--- config.mk ---
export PLATFORM = sky130hd
export DESIGN_NAME = pwm_bank
export DESIGN_NICKNAME = d
export VERILOG_FILES = /design/src/rtl/pwm_bank_pkg.sv /design/src/rtl/pwm_bank_decode.sv /design/src/rtl/pwm_bank_chan.sv /design/src/rtl/pwm_bank.sv
export SDC_FILE = /design/constraint.sdc
export NUM_CORES = 2
export LEC_CHECK = 0
export BUFFER_PORTS_ARGS = -buffer_cell sky130_fd_sc_hd__buf_2
export CORE_UTILIZATION = 45
export CTS_CLUSTER_SIZE = 10
export DETAILED_ROUTE_END_ITERATION = 8
export PLACE_DENSITY = 0.63
export SLEW_MARGIN = 0
export SYNTH_ARGS = -nofsm -noshare
export SYNTH_HDL_FRONTEND = slang
export SYNTH_SLANG_ARGS = --single-unit
export TNS_END_PERCENT = 10
--- constraint.sdc ---
create_clock -name clk -period 9.3 [get_ports clk]
set_input_delay 1.86 -clock clk [delete_from_list [all_inputs] [get_ports clk]]
set_output_delay 1.86 -clock clk [all_outputs]
set_load 0.01 [all_outputs]
--- src/rtl/pwm_bank_pkg.sv ---
package pwm_bank_pkg;
    localparam int BUS_W      = 32;
    localparam int STRIDE_LG  = 5;
    localparam int BIT_START  = 0;
    localparam int BIT_UPDATE = 2;
    localparam int BIT_CONT   = 5;
    localparam int BIT_POL    = 8;

    localparam logic [STRIDE_LG-1:0] OFF_CTRL   = 5'h00;
    localparam logic [STRIDE_LG-1:0] OFF_PERIOD = 5'h08;
    localparam logic [STRIDE_LG-1:0] OFF_DUTY   = 5'h0C;

    typedef enum logic [1:0] {
        REG_NONE,
        REG_CTRL,
        REG_PERIOD,
        REG_DUTY
    } reg_sel_e;

    typedef enum logic {
        CH_IDLE,
        CH_RUN
    } ch_state_e;
endpackage

--- src/rtl/pwm_bank_decode.sv ---
module pwm_bank_decode
    import pwm_bank_pkg::*;
#(
    parameter int NUM_CH = 6,
    parameter int ADDR_W = 8
) (
    input  logic [ADDR_W-1:0] addr,
    output logic [NUM_CH-1:0] ch_hit,
    output reg_sel_e          sel
);
    localparam int IDX_W = ADDR_W - STRIDE_LG;

    logic [IDX_W-1:0] idx;
    assign idx = addr[ADDR_W-1:STRIDE_LG];

    for (genvar i = 0; i < NUM_CH; i++) begin : g_hit
        assign ch_hit[i] = (idx == IDX_W'(i));
    end

    always_comb begin
        unique case (addr[STRIDE_LG-1:0])
            OFF_CTRL:   sel = REG_CTRL;
            OFF_PERIOD: sel = REG_PERIOD;
            OFF_DUTY:   sel = REG_DUTY;
            default:    sel = REG_NONE;
        endcase
    end
endmodule

--- src/rtl/pwm_bank_chan.sv ---
module pwm_bank_chan
    import pwm_bank_pkg::*;
#(
    parameter int CNT_W = 32
) (
    input  logic             clk,
    input  logic             rst_n,
    input  logic             wr_en,
    input  reg_sel_e         sel,
    input  logic [BUS_W-1:0] wdata,
    output logic [BUS_W-1:0] rdata,
    output logic             pwm_o
);
    ch_state_e        state_q, state_d;
    logic [CNT_W-1:0] cnt_q, per_eff;
    logic [CNT_W-1:0] shd_per_q, shd_duty_q, act_per_q, act_duty_q;
    logic             shd_pol_q, act_pol_q, cont_q, pend_q;
    logic             ctrl_wr, upd_set, start_set, last, commit, phase;

    assign ctrl_wr   = wr_en && (sel == REG_CTRL);
    assign upd_set   = ctrl_wr && wdata[BIT_UPDATE];
    assign start_set = ctrl_wr && wdata[BIT_START];
    assign per_eff   = (act_per_q == '0) ? CNT_W'(1) : act_per_q;
    assign last      = (cnt_q == per_eff - CNT_W'(1));
    assign commit    = pend_q && ((state_q == CH_IDLE) || last);

    // State register
    always_ff @(posedge clk or negedge rst_n) begin
        if (!rst_n) state_q <= CH_IDLE;
        else        state_q <= state_d;
    end

    // Next state: arm on start, hold once running
    always_comb begin
        state_d = state_q;
        unique case (state_q)
            CH_IDLE: if (start_set) state_d = CH_RUN;
            CH_RUN:  state_d = CH_RUN;
        endcase
    end

    // Counter, shadow and working registers
    always_ff @(posedge clk or negedge rst_n) begin
        if (!rst_n) begin
            cnt_q      <= '0;
            shd_per_q  <= '0;
            shd_duty_q <= '0;
            act_per_q  <= '0;
            act_duty_q <= '0;
            shd_pol_q  <= 1'b0;
            act_pol_q  <= 1'b0;
            cont_q     <= 1'b0;
            pend_q     <= 1'b0;
        end else begin
            if (state_q == CH_RUN) cnt_q <= last ? '0 : cnt_q + CNT_W'(1);
            else                   cnt_q <= '0;
            if (commit) begin
                act_per_q  <= shd_per_q;
                act_duty_q <= shd_duty_q;
                act_pol_q  <= shd_pol_q;
            end
            if (upd_set)     pend_q <= 1'b1;
            else if (commit) pend_q <= 1'b0;
            if (ctrl_wr) begin
                cont_q    <= wdata[BIT_CONT];
                shd_pol_q <= wdata[BIT_POL];
            end
            if (wr_en && sel == REG_PERIOD) shd_per_q  <= wdata[CNT_W-1:0];
            if (wr_en && sel == REG_DUTY)   shd_duty_q <= wdata[CNT_W-1:0];
        end
    end

    // Outputs
    always_comb begin
        phase = (cnt_q < act_duty_q);
        pwm_o = 1'b0;
        unique case (state_q)
            CH_IDLE: pwm_o = 1'b0;
            CH_RUN:  pwm_o = (act_duty_q != '0) && (act_pol_q ? phase : !phase);
        endcase
        rdata = '0;
        unique case (sel)
            REG_CTRL: begin
                rdata[BIT_START]  = (state_q == CH_RUN);
                rdata[BIT_UPDATE] = pend_q;
                rdata[BIT_CONT]   = cont_q;
                rdata[BIT_POL]    = shd_pol_q;
            end
            REG_PERIOD: rdata = BUS_W'(shd_per_q);
            REG_DUTY:   rdata = BUS_W'(shd_duty_q);
            REG_NONE:   rdata = '0;
        endcase
    end

    p_idle_quiet_r8: assert property (@(posedge clk) disable iff (!rst_n)
        (state_q == CH_IDLE) |-> (!pwm_o && cnt_q == '0));
    p_start_sticky_r8: assert property (@(posedge clk) disable iff (!rst_n)
        (state_q == CH_RUN) |=> (state_q == CH_RUN));
    p_zero_duty_low_r6: assert property (@(posedge clk) disable iff (!rst_n)
        (act_duty_q == '0) |-> !pwm_o);
    p_cnt_in_period_r7: assert property (@(posedge clk) disable iff (!rst_n)
        cnt_q < per_eff);
    p_boundary_only_r4: assert property (@(posedge clk) disable iff (!rst_n)
        ((state_q == CH_RUN) && ($past(state_q) == CH_RUN) &&
         !($stable(act_per_q) && $stable(act_duty_q) && $stable(act_pol_q)))
        |-> (cnt_q == '0));
    p_commit_clears_r3: assert property (@(posedge clk) disable iff (!rst_n)
        (commit && !upd_set) |=> !pend_q);
    p_update_wins_r9: assert property (@(posedge clk) disable iff (!rst_n)
        (commit && upd_set) |=> pend_q);
endmodule

--- src/rtl/pwm_bank.sv ---
module pwm_bank
    import pwm_bank_pkg::*;
#(
    parameter int NUM_CH = 6,
    parameter int CNT_W  = 32,
    parameter int ADDR_W = 8
) (
    input  logic              clk,
    input  logic              rst_n,
    input  logic              reg_wr,
    input  logic [ADDR_W-1:0] reg_addr,
    input  logic [31:0]       reg_wdata,
    output logic [31:0]       reg_rdata,
    output logic [NUM_CH-1:0] pwm_out
);
    logic [NUM_CH-1:0] ch_hit;
    reg_sel_e          sel;
    logic [BUS_W-1:0]  ch_rd [NUM_CH];

    pwm_bank_decode #(.NUM_CH(NUM_CH), .ADDR_W(ADDR_W)) u_decode (
        .addr   (reg_addr),
        .ch_hit (ch_hit),
        .sel    (sel)
    );

    for (genvar i = 0; i < NUM_CH; i++) begin : g_ch
        pwm_bank_chan #(.CNT_W(CNT_W)) u_chan (
            .clk   (clk),
            .rst_n (rst_n),
            .wr_en (reg_wr && ch_hit[i]),
            .sel   (sel),
            .wdata (reg_wdata),
            .rdata (ch_rd[i]),
            .pwm_o (pwm_out[i])
        );
    end

    always_comb begin
        reg_rdata = '0;
        for (int i = 0; i < NUM_CH; i++) begin
            if (ch_hit[i]) reg_rdata = ch_rd[i];
        end
    end

    p_one_channel_r2: assert property (@(posedge clk) disable iff (!rst_n)
        $onehot0(ch_hit));
    p_unmapped_zero_r2: assert property (@(posedge clk) disable iff (!rst_n)
        ((ch_hit == '0) || (sel == REG_NONE)) |-> (reg_rdata == '0));
endmodule

==> impl_metrics.ini <==
[logic_synthesis]
syn_inst = 4954
ys_types = 86
netlist_top_cells_area = dfrtp_1 45%, mux2_2 14%, ha_1 4.5%, xnor2_1 3.7%, xor2_1 2.7%
synthTopCellsByCount = 990 x dfrtp_1, 661 x mux2_2, 265 x nor2_1
syn-cell-area_um2 = 54520
synth_top_cell_by_area = dfrtp_1
avgSynthCellArea_um2 = 11.00
synth_edf_count = 0
ys.warnings.count = 0
synth_seq_cells = 990
yosysMostFrequentCell = dfrtp_1
yosysTopAreaCellShare = 0.4544
ys.flop_type = dfrtp_1
synth-async-reset-ratio = 1.000
synth_nets = 5195
seq_area_frac_synth = 0.4544

[drt]
ant_nets = 0
wirelength_um = 185400
via_per_inst = 6.260
drtPass1Iterations = 7
avgRoutedWirePerCell_um = 28.18
drtIter0Drc = 4254
drc = 0
num_vias = 41200

[min_path]
hold_class = reg -> reg

[clocking]
cts_max_level = 3
clock_path_buffers = 3
cts_buffers = 115
cts_sinks = 990
cts-resized-gates = 0
cts_tree = built
cts_setup_buffers = 0
hold_buffers = 0
clk_latency_ps = 720
clkTransAtPathRegs_ps = 50
root_buffer = clkbuf_16

[placement]
place_congestion = 0.9699
dp_hpwl_um = 138800
port_buffers = 80
dp.cells = 6413

[critical_path]
cp.arrival_ps = 5760
required_ps = 7440
setup.worst_path.end_class = output pin
startpoint_type = primary input
worstSetupPathType = in -> out
cp_max_fo = 82

[timing]
fin_setup_tns_ps = 0
final-hold-violation-count = 0
worstMarginPinSlew_ps = 1222
grt_setup_unrepaired = false
setup_viol = 0
timing.final.crit_share = 0.8191
post-route-min-period_ps = 7618
final_max_slew_viol_count = 0
slew_headroom = 0.1832
max_freq_mhz = 131.3
skew_ps = 31.82

[final_layout]
nets = 5159
post-route-util = 0.4964
drive_gt1_frac = 0.2104
finalNonFillerCells = 6581
syn_to_final_growth_pct = 9.238

[grt]
grt_pass1_vias = 39430
grt_pass1_wl_um = 275200
antenna_found_initial = 32
grt_overflow = 0
grt_max_degree = 160
grtUsageTotal = 0.3033

[floorplanning]
die_area_um2 = 122500
start_util = 0.4544
pin_count = 81
core_um2 = 120000
num_rows = 127
die_h_um = 350.1
dieWidth_um = 350.1

[pwr]
internal_power_uw = 7091
p_comb_frac = 0.095
p_clk_frac = 0.427
pwr-share-seq = 0.478
switching_share = 0.2679
leakage_uw = 0.02870
max-vdd-ir-drop_mv = 0.1544
switching_power_uw = 2595
pwr_density_cell_nw_per_um2 = 162.6

[flow_run]
maxCapViolations = 0

[outcome]
status = finished clean
## power by group through the flow
stage	clock network, uW	registers, uW	logic [uW]
4_1_cts	4190	4620	918
5_1_grt	4360	4630	1010
6_report	4130	4630	925
3_3_place_gp	0	4700	911
3_5_place_dp	0	4700	914
2_1_floorplan	0	4550	584
## worst max-delay path, stage by stage
cell and delay (ps):
buf_2 90, or3_1 530, nor2_1 200, and2_4 770
buf_4 610, a222oi_1 180, mux2i_1 260, nor3_1 70
a2111oi_0 730, buf_4 260, buf_2 130
## per-stage QoR
step | hold slack (ps) | worst slack, ps | power (uW) | area, um^2
floorplan | 473.0 | 3371 | 5137 | 54520
global placement | 495.5 | 1825 | 5614 | 56260
detailed placement | 498.3 | 1820 | 5611 | 56260
CTS | 508.2 | 1783 | 9733 | 59520
global route | 524.3 | 1476 | 9996 | 59530
finish | 510.5 | 1682 | 9686 | 59550
## state kept, by name (all words and copies together), names as in the netlist, 192 cells and up
name and flops:
g_ch.u_chan.act_duty_q 192, g_ch.u_chan.act_per_q 192, g_ch.u_chan.shd_per_q 192, g_ch.u_chan.shd_duty_q 192
g_ch.u_chan.cnt_q 192
## placed cells by master, fill, tap and decap left out, drive strengths merged, types with 16 or more instances in the layout
master and n:
nand4 99, nand3 123, a21o 69, a21oi 93
buf 129, o22ai 99, nor3 133, or3 37
or2 16, mux2i 35, ha 198, a221o 18
nand2b 32, a22oi 146, nand2 169, o21ai 72
o31ai 18, inv 249, mux2 792, a221oi 29
nor4 130, and3 130, or4 31, nor2 265
xor2 168, a211oi 16, clkbuf 140, dfrtp 990
and4 24, xnor2 230, nor2b 27, o211ai 23
## per-layer routing
metal	global-route usage	up-vias	routed length, um	share of wire
met2	0.4693	1545	83970	0.45
met5	0	-	152	0.00082
met3	0.05238	301	14630	0.079
li1	-	18080	-	-
met1	0.4324	21250	80880	0.44
met4	0.09354	22	5813	0.031
## cell type report
class | instances | area [um^2]
diodes | 12 | 30.03
clock buffers | 140 | 3095
clock inverters | 16 | 168.9
fillers | 10750 | 60420
inverters | 246 | 923.4
multi-input cells | 3436 | 27700
flip-flops and latches | 990 | 24770
well taps | 1612 | 2017
repair buffers | 129 | 840.8
## cell families after synthesis
group | synth area share
AND/OR/NAND/NOR | 0.1285
AO/OA/AOI/OAI | 0.09479
XOR/XNOR | 0.06394
adder cells (fa/ha/maj) | 0.04544
flip-flops | 0.4544
multiplexers | 0.1735
buffers and inverters | 0.03948
## worst paths after layout
kind / start / to / slack (ps) / cells after the start
min reg2reg: g_ch[2].u_chan.cont_q$_DFFE_PN0P_ / g_ch[2].u_chan.cont_q$_DFFE_PN0P_ / 510 / 1
min in group asynchronous: rst_n / g_ch[0].u_chan.cnt_q[26]$_DFF_PN0_ / 1150 / 1
max reg2reg: g_ch[2].u_chan.act_per_q[21]$_DFFE_PN0P_ / g_ch[2].u_chan.pend_q$_DFFE_PN0P_ / 3120 / 14
min: g_ch[2].u_chan.cont_q$_DFFE_PN0P_ / g_ch[2].u_chan.cont_q$_DFFE_PN0P_ / 510 / 1
max: reg_addr[4] / reg_rdata[5] / 1680 / 11
max in group asynchronous: rst_n / g_ch[5].u_chan.shd_duty_q[7]$_DFFE_PN0P_ / 6150 / 3
(Power assumes the default switching activity.)
